File: src/rtl/fsel_alu_pkg.sv
`timescale 1ns/1ps
package fsel_alu_pkg;

    localparam int FS_W = 5;

    typedef enum logic [3:0] {
        OP_ZERO, OP_PASSA, OP_INC, OP_ADD, OP_SUB, OP_DEC,
        OP_OR, OP_AND, OP_XOR, OP_NOTA, OP_PASSB,
        OP_LSR, OP_ASR, OP_LSL
    } op_e;

    typedef enum logic [1:0] {
        GRP_NONE, GRP_ARITH, GRP_BITWISE, GRP_SHIFT
    } grp_e;

    typedef struct packed {
        logic n;
        logic z;
        logic c;
        logic v;
    } flags_t;

    function automatic op_e decode_fs(input logic [FS_W-1:0] fs);
        op_e op;
        casez (fs)
            5'b00000: op = OP_PASSA;
            5'b00001: op = OP_INC;
            5'b00010: op = OP_ADD;
            5'b00101: op = OP_SUB;
            5'b00110: op = OP_DEC;
            5'b0100?: op = OP_OR;
            5'b0101?: op = OP_AND;
            5'b0110?: op = OP_XOR;
            5'b0111?: op = OP_NOTA;
            5'b100??: op = OP_PASSB;
            5'b1010?: op = OP_LSR;
            5'b1011?: op = OP_ASR;
            5'b110??: op = OP_LSL;
            default:  op = OP_ZERO;
        endcase
        return op;
    endfunction

    function automatic grp_e group_of(input op_e op);
        grp_e g;
        case (op)
            OP_PASSA, OP_INC, OP_ADD, OP_SUB, OP_DEC: g = GRP_ARITH;
            OP_OR, OP_AND, OP_XOR, OP_NOTA, OP_PASSB: g = GRP_BITWISE;
            OP_LSR, OP_ASR, OP_LSL:                   g = GRP_SHIFT;
            default:                                  g = GRP_NONE;
        endcase
        return g;
    endfunction

endpackage

File: src/rtl/fsel_alu_arith.sv
`timescale 1ns/1ps
module fsel_alu_arith
    import fsel_alu_pkg::*;
#(
    parameter int W = 32
) (
    input  logic [W-1:0] a,
    input  logic [W-1:0] b,
    input  op_e          op,
    output logic [W-1:0] sum,
    output logic         cout,
    output logic         ovf
);
    logic [W-1:0] opb;
    logic         cin;
    logic [W:0]   wide;

    always_comb begin
        case (op)
            OP_INC:  begin opb = '0; cin = 1'b1; end
            OP_ADD:  begin opb = b;  cin = 1'b0; end
            OP_SUB:  begin opb = ~b; cin = 1'b1; end
            OP_DEC:  begin opb = '1; cin = 1'b0; end
            default: begin opb = '0; cin = 1'b0; end
        endcase
    end

    assign wide = {1'b0, a} + {1'b0, opb} + {{W{1'b0}}, cin};
    assign sum  = wide[W-1:0];
    assign cout = wide[W];
    assign ovf  = (a[W-1] == opb[W-1]) && (sum[W-1] != a[W-1]);

endmodule

File: src/rtl/fsel_alu_bitwise.sv
`timescale 1ns/1ps
module fsel_alu_bitwise
    import fsel_alu_pkg::*;
#(
    parameter int W = 32
) (
    input  logic [W-1:0] a,
    input  logic [W-1:0] b,
    input  op_e          op,
    output logic [W-1:0] y
);
    always_comb begin
        case (op)
            OP_OR:    y = a | b;
            OP_AND:   y = a & b;
            OP_XOR:   y = a ^ b;
            OP_NOTA:  y = ~a;
            OP_PASSB: y = b;
            default:  y = '0;
        endcase
    end
endmodule

File: src/rtl/fsel_alu_shift.sv
`timescale 1ns/1ps
module fsel_alu_shift
    import fsel_alu_pkg::*;
#(
    parameter int W = 32
) (
    input  logic [W-1:0] b,
    input  op_e          op,
    output logic [W-1:0] y
);
    logic [W-1:0] left, rlog, rari;

    for (genvar i = 0; i < W; i++) begin : g_bit
        if (i == 0) begin : g_lo
            assign left[i] = 1'b0;
        end else begin : g_lo
            assign left[i] = b[i-1];
        end
        if (i == W-1) begin : g_hi
            assign rlog[i] = 1'b0;
            assign rari[i] = b[W-1];
        end else begin : g_hi
            assign rlog[i] = b[i+1];
            assign rari[i] = b[i+1];
        end
    end

    always_comb begin
        case (op)
            OP_LSL:  y = left;
            OP_LSR:  y = rlog;
            OP_ASR:  y = rari;
            default: y = '0;
        endcase
    end
endmodule

File: src/rtl/fsel_alu.sv
`timescale 1ns/1ps
module fsel_alu
    import fsel_alu_pkg::*;
#(
    parameter int W = 32
) (
    input  logic [W-1:0]    a_i,
    input  logic [W-1:0]    b_i,
    input  logic [FS_W-1:0] fs_i,
    output logic [W-1:0]    f_o,
    output logic            n_o,
    output logic            z_o,
    output logic            c_o,
    output logic            v_o
);
    op_e          op;
    grp_e         grp;
    logic [W-1:0] arith_y, bit_y, shift_y;
    logic         arith_c, arith_v;
    flags_t       flg;

    assign op  = decode_fs(fs_i);
    assign grp = group_of(op);

    fsel_alu_arith #(.W(W)) u_arith (
        .a(a_i), .b(b_i), .op(op), .sum(arith_y), .cout(arith_c), .ovf(arith_v)
    );

    fsel_alu_bitwise #(.W(W)) u_bitwise (
        .a(a_i), .b(b_i), .op(op), .y(bit_y)
    );

    fsel_alu_shift #(.W(W)) u_shift (
        .b(b_i), .op(op), .y(shift_y)
    );

    always_comb begin
        case (grp)
            GRP_ARITH:   f_o = arith_y;
            GRP_BITWISE: f_o = bit_y;
            GRP_SHIFT:   f_o = shift_y;
            default:     f_o = '0;
        endcase
        flg.n = f_o[W-1];
        flg.z = (f_o == '0);
        flg.c = (grp == GRP_ARITH) ? arith_c : 1'b0;
        flg.v = (grp == GRP_ARITH) ? arith_v : 1'b0;
    end

    assign n_o = flg.n;
    assign z_o = flg.z;
    assign c_o = flg.c;
    assign v_o = flg.v;

endmodule

File: config.mk
export PLATFORM = sky130hd
export DESIGN_NAME = fsel_alu
export DESIGN_NICKNAME = d
export VERILOG_FILES = /design/src/rtl/fsel_alu_pkg.sv /design/src/rtl/fsel_alu_arith.sv /design/src/rtl/fsel_alu_bitwise.sv /design/src/rtl/fsel_alu_shift.sv /design/src/rtl/fsel_alu.sv
export SDC_FILE = /design/constraint.sdc
export NUM_CORES = 1
export LEC_CHECK = 0
export BUFFER_PORTS_ARGS = -buffer_cell sky130_fd_sc_hd__buf_2
export CORE_MARGIN = 4
export CORE_UTILIZATION = 42
export DETAILED_ROUTE_END_ITERATION = 8
export PLACE_DENSITY = 0.68
export SYNTH_ARGS = -nofsm -noshare
export SYNTH_HDL_FRONTEND = slang
export SYNTH_SLANG_ARGS = --single-unit
File: constraint.sdc
create_clock -name vclk -period 12.3
set_input_delay 0.615 -clock vclk [all_inputs]
set_output_delay 0.615 -clock vclk [all_outputs]
set_load 0.02 [all_outputs]
; ---- Yosys cells after proc, flatten, opt, wreduce, memory -nomap -nowiden
; Memories as Yosys holds them, arrays and structs flattened.
; Cells that the tools add are included.
[word_totals]
reg_bits = 0
rom_bits = 32
inputBits = 69
out_inout_bits = 36
elab_cells = 49
mem_count = 1
[memory_table]
columns = memory, words, word_bits, rd, rd_clocked_by_memory_dff, wr, line
row1 = (name not given), 16, 2, 1, 0, 0, fsel_alu_pkg.sv:46  ; case (op)
[op_classes]
add_sub_neg = 2
n_eq_ne = 29
muxes = 8
n_bitwise = 5
n_reduce_logical = 4
[op_table]
columns = operator, n
row1 = one-hot mux 32 bit (3 select lines), 3
row2 = one-hot mux 32 bit (5 select lines), 1
row3 = inverter 32 bit, 2
row4 = one-hot mux 4 bit (13 select lines), 1
row5 = adder 32 x 32 -> 33 bit, 1
row6 = adder 33 x 1 -> 33 bit, 1
row7 = AND 32 bit, 1
row8 = == test 4 x 3 -> 1 bit (second input constant), 8
row9 = == test 4 bit (second input constant), 8
row10 = zero test 32 bit, 1
row11 = OR 32 bit, 1
row12 = bitwise XOR 32 bit, 1
row13 = == test 5 x 3 -> 1 bit (second input constant), 2
row14 = == test 4 x 2 -> 1 bit (second input constant), 2
row15 = == test 3 bit (second input constant), 2
row16 = == test 5 x 1 -> 1 bit (second input constant), 1
row17 = == test 5 x 2 -> 1 bit (second input constant), 1
row18 = zero test 5 bit, 1
row19 = == test 2 bit (second input constant), 2
row20 = 2-to-1 mux 1 bit, 3
row21 = == test 2 x 1 -> 1 bit (second input constant), 1
row22 = OR reduction 2 bit, 1
row23 = == test 1 bit, 1
row24 = logical AND 1 bit, 1
row25 = inequality test 1 bit, 1

; ---- Logic depth before layout (Yosys ltp)
[depth]
depth_word = 9
ltp_mapped = 21
ltp_nobuf = 17

; ---- By module
; A second synthesis with hierarchy kept.
[unflattened]
cells_unflattened = 977
hier_area_um2 = 6546.3
[modules_own_cells]
columns = mod, instances, cells_each, area_per_inst_um2, seq_area_each_um2
row1 = fsel_alu_bitwise, 1, 320, 2272.2, 0.0
row2 = fsel_alu_arith, 1, 342, 2242.2, 0.0
row3 = fsel_alu, 1, 197, 1348.8, 0.0
row4 = fsel_alu_shift, 1, 118, 683.2, 0.0

; ---- Least setup slack after synthesis
; OpenSTA, ideal clock, no wires.
[synth_path]
path_kind = input -> output
startpoint = input fs_i[1]
endpoint = output z_o
t_arrival_ns = 5.871
required_ns = 11.685
setup_slack_ns = 5.814
cell_stages = 20
n_path_buf = 5
path_cell_list = buf_2 -> buf_1 -> clkbuf_1 -> buf_1 -> nor4b_1 -> clkbuf_1 -> a21oi_1 -> a21oi_1 -> fa_1 -> fa_1 -> a211oi_1 -> or4b_4 -> and2_1 -> o21ai_1 -> mux2i_1 -> nand3_1 -> or3_1 -> nor4_2 -> nand4_1 -> nor4_2
[synth_via]
elab_chain_cells = 8
elab_cells_between_ends = 37
cone_classes = 2 x add/sub / 25 x eq/ne / 6 x mux / 3 x reduce/logical / 1 x memory
[synth_lines]
columns = item, line
row1 = start: declaration, fsel_alu.sv:9  ; input logic [FS_W-1:0] fs_i,
row2 = "== test 5 x 3 -> 1 bit, or another cell as far along", fsel_alu_pkg.sv:25  ; casez (fs)
row3 = one-hot mux 4 bit (13 select lines) *, fsel_alu_pkg.sv:25
row4 = == test 4 x 3 -> 1 bit or == test 4 x 2 -> 1 bit (tied branches), fsel_alu_arith.sv:19  ; case (op)
row5 = one-hot mux 32 bit (3 select lines) or OR reduction 2 bit (tied branches), n/a
row6 = adder 32 x 32 -> 33 bit or 2-to-1 mux 1 bit (tied branches), "fsel_alu_arith.sv:28, fsel_alu_arith.sv:19"
row7 = adder 33 x 1 -> 33 bit, fsel_alu_arith.sv:28  ; assign wide = {1'b0, a} + {1'b0, opb} + {{W{1'b0}}, cin};
row8 = one-hot mux 32 bit (3 select lines) *, fsel_alu.sv:38  ; case (grp)
row9 = named net f_o[20], fsel_alu.sv:10  ; output logic [W-1:0] f_o,
row10 = zero test 32 bit *, fsel_alu.sv:45  ; flg.z = (f_o == '0);
row11 = end: declaration, fsel_alu.sv:12  ; output logic z_o,
; The timed path passes the listed nets; every way through them passes the cells marked *.

; ---- Final worst setup path
[layout_path]
startpoint = input fs_i[2]
endpoint = output z_o
[layout_via]
elab_chain_cells = 8
elab_cells_between_ends = 39
cone_classes = 2 x add/sub / 27 x eq/ne / 6 x mux / 3 x reduce/logical / 1 x memory
[layout_lines]
columns = item, line
row1 = "== test 5 x 3 -> 1 bit, or another cell as far along", fsel_alu_pkg.sv:25
row2 = one-hot mux 4 bit (13 select lines) *, fsel_alu_pkg.sv:25
row3 = == test 4 x 3 -> 1 bit or == test 4 x 2 -> 1 bit (tied branches), fsel_alu_arith.sv:19
row4 = one-hot mux 32 bit (3 select lines) or OR reduction 2 bit (tied branches), n/a
row5 = adder 32 x 32 -> 33 bit or 2-to-1 mux 1 bit (tied branches), "fsel_alu_arith.sv:28, fsel_alu_arith.sv:19"
row6 = adder 33 x 1 -> 33 bit, fsel_alu_arith.sv:28
row7 = one-hot mux 32 bit (3 select lines) *, fsel_alu.sv:38
row8 = zero test 32 bit *, fsel_alu.sv:45
; Mark *: on every way between the ends. The rest lies on a longest branch, timed or not.

==> reports/metrics.cfg <==
[run_status]
status=finished clean

[grt]
grt_use_total=0.251
grt_pass1_vias=5810
grt_max_degree=67
grt_remaining_overflow=0
grt_first_pass_wirelength_microns=30600
antenna_found_initial=0

[timing]
hold_violations=0
slew_viol_final=0
worst_slew_pin_slew_ns=0.823
fin_crit_sh=0.515
whs_ns=1.76
setup_tns_ns=0
grt_setup_unrepaired=no
fmax_mhz=158
setup_viol=0
period_needed_ns=6.34
maxSlewHeadroom=0.451

[placed_design]
dp_hpwl_microns=14500
portBuffers=105
place_congestion=0.934

[min_path]
min_from=a_i[31]
hold_class=primary input to primary output

[run]
max-cap-violations=0

[drt]
vias=6334
drtPass1Iterations=7
detail-route-antenna-nets=0
drc=0
routed_wl_microns=19000
drt_iter0_markers=552
viasPerCell=6.12
wl_per_cell_microns=18.3

[floorplan]
io_pins=105
rows=41
fp.dieArea_sq_mm=0.0148
die_w_microns=122
die_y_microns=122
initial_utilization=0.429
fp.coreArea_sq_mm=0.0126

[yosys]
synth_fp_nets=965
netlist_area_sq_mm=0.00541
synth_cell_types=69
syn_inst=799
synth.avg_cell_area_sq_um=6.78
ys.warnings.count=0
ys_seq_area_frac=0

[critical_path]
worstSetupEndpointType=primary output
cp-startpoint=fs_i[2]
path_class=primary input to primary output
critPathMaxFanout=34
cp.arrival_ns=5.72
worstPathRequired_ns=11.69
startpoint_type=primary input

[final_layout]
insertedDiodeCount=0
nNetsFinal=1031
nFlopsAndLatches=0
clkbuf_count=0
post_route_cells_drive_above_1_share=0.176
area_growth_pct=11.4
final-seq-area_sq_um=0

[cts]
post_cts_resized=0
hold_buffers=0
post_cts_buffers=0

[power_and_ir_drop]
power.density_mw_per_mm2=39.0
p_leak_nw=2.99
peakVddDrop_v=0.0000191

==> layout by cell type (no fill, tap or decap), types with 3 or more instances in the layout <==
| cell | instances |
|---|---|
| nor3_1 | 9 |
| nand2b_1 | 4 |
| o21bai_1 | 5 |
| a221oi_1 | 10 |
| nand2_1 | 71 |
| o22ai_1 | 6 |
| nand4_1 | 8 |
| mux2i_1 | 21 |
| or3_1 | 6 |
| mux4_2 | 17 |
| and3_1 | 7 |
| a221o_1 | 4 |
| a21oi_1 | 107 |
| o311ai_0 | 3 |
| xnor2_1 | 15 |
| and2_1 | 7 |
| a31oi_1 | 7 |
| xor2_1 | 4 |
| buf_4 | 10 |
| ha_1 | 95 |
| a211o_1 | 4 |
| a32oi_1 | 7 |
| o221ai_1 | 3 |
| o21a_1 | 8 |
| o211ai_1 | 8 |
| o21ai_0 | 68 |
| a21o_1 | 13 |
| buf_2 | 105 |
| or4_1 | 4 |
| inv_1 | 87 |
| nand3_1 | 11 |
| nor2_1 | 52 |
| a22oi_1 | 16 |
| nor2b_1 | 6 |
| a211oi_1 | 9 |
==> worst max-delay path, stage by stage <==
cell,delay (ns)
buf_2,0.29
inv_2,0.60
buf_4,0.49
a21oi_1,0.15
fa_1,0.45
fa_1,0.45
a211oi_1,0.41
or4b_4,0.23
a21oi_1,0.09
nor3_1,0.16
nor3_1,0.07
a221o_1,0.29
or4_1,0.49
nor4_2,0.32
nand4_1,0.21
nor4_2,0.16
buf_2,0.20
==> cells by family (layout without fill, tap and decap cells) <==
kind of cell / after synthesis / in the layout / share of synthesized area
AOI/OAI and AO/OA: 301 / 301 / 0.346
xor gates and xnor gates: 19 / 19 / 0.0307
adders and majority gates: 97 / 97 / 0.227
buffers and inverters: 139 / 203 / 0.0998
muxes: 40 / 40 / 0.114
and+or+nand+nor: 203 / 203 / 0.183
==> cell type report <==
class | count | area (sq um)
Inverter | 88 | 330
Fill cell | 1365 | 6590
Multi-Input combinational cell | 660 | 4890
Tap cell | 172 | 215
Timing Repair Buffer | 115 | 601
==> through the flow <==
step / area [sq um] / setup WS [ns] / utilization / instances / total power [W]
after floorplan: 5410 / 5.81 / - / 799 / 0.000157
after global placement: 6030 / 6.17 / 0.478 / 1035 / 0.000230
after detailed placement: 6030 / 6.07 / 0.478 / 1035 / 0.000232
after CTS: 6030 / 6.06 / 0.478 / 1035 / 0.000233
after global routing: 6030 / 5.61 / 0.478 / 1035 / 0.000260
final: 6030 / 5.96 / 0.478 / 1035 / 0.000235
==> per-layer routing <==
| layer | up-vias | GRT usage | routed length, microns |
|---|---|---|---|
| li1 | 3069 | - | - |
| met1 | 2987 | 0.359 | 8490 |
| met2 | 250 | 0.416 | 8720 |
| met3 | 28 | 0.0251 | 1380 |
| met4 | 0 | 0.0441 | 373 |
| met5 | - | 0 | 0 |
==> power breakdown <==
part / total [W] / switching (W) / internal [W]
Sequential: 0 / 0 / 0
Combinational: 0.000235 / 0.000148 / 0.0000872
Clock: 0 / 0 / 0
Total: 0.000235 / 0.000148 / 0.0000872
==> cells in the mapped netlist, types with 5 or more instances <==
cell | instances | area, sq um
mux2i_1 | 21 | 210
o21ai_0 | 68 | 340
nor2b_1 | 7 | 43.8
nand3_1 | 11 | 55.1
nor3_1 | 9 | 45.0
a21o_1 | 13 | 97.6
nand2_1 | 71 | 267
ha_1 | 95 | 1190
nand4_1 | 8 | 50.1
a31oi_1 | 7 | 43.8
a211oi_1 | 9 | 67.6
a22oi_1 | 16 | 120
mux4_2 | 17 | 383
buf_2 | 12 | 60.1
a21oi_1 | 107 | 536
o211ai_1 | 8 | 60.1
nor2_1 | 52 | 195
or3_1 | 6 | 37.5
o21bai_1 | 5 | 37.5
o22ai_1 | 6 | 37.5
o21a_1 | 8 | 60.1
inv_1 | 87 | 327
a32oi_1 | 7 | 61.3
and3_1 | 7 | 43.8
buf_1 | 7 | 26.3
xnor2_1 | 15 | 131
and2_1 | 7 | 43.8
a221oi_1 | 10 | 87.6
clkbuf_1 | 31 | 116
==> final timing paths <==
check / to / slack [ns] / cells past startpoint
setup / recovery: z_o / 5.96 / 17
hold / removal: v_o / 1.76 / 5
Note: power is estimated with default switching activity, not from simulation.
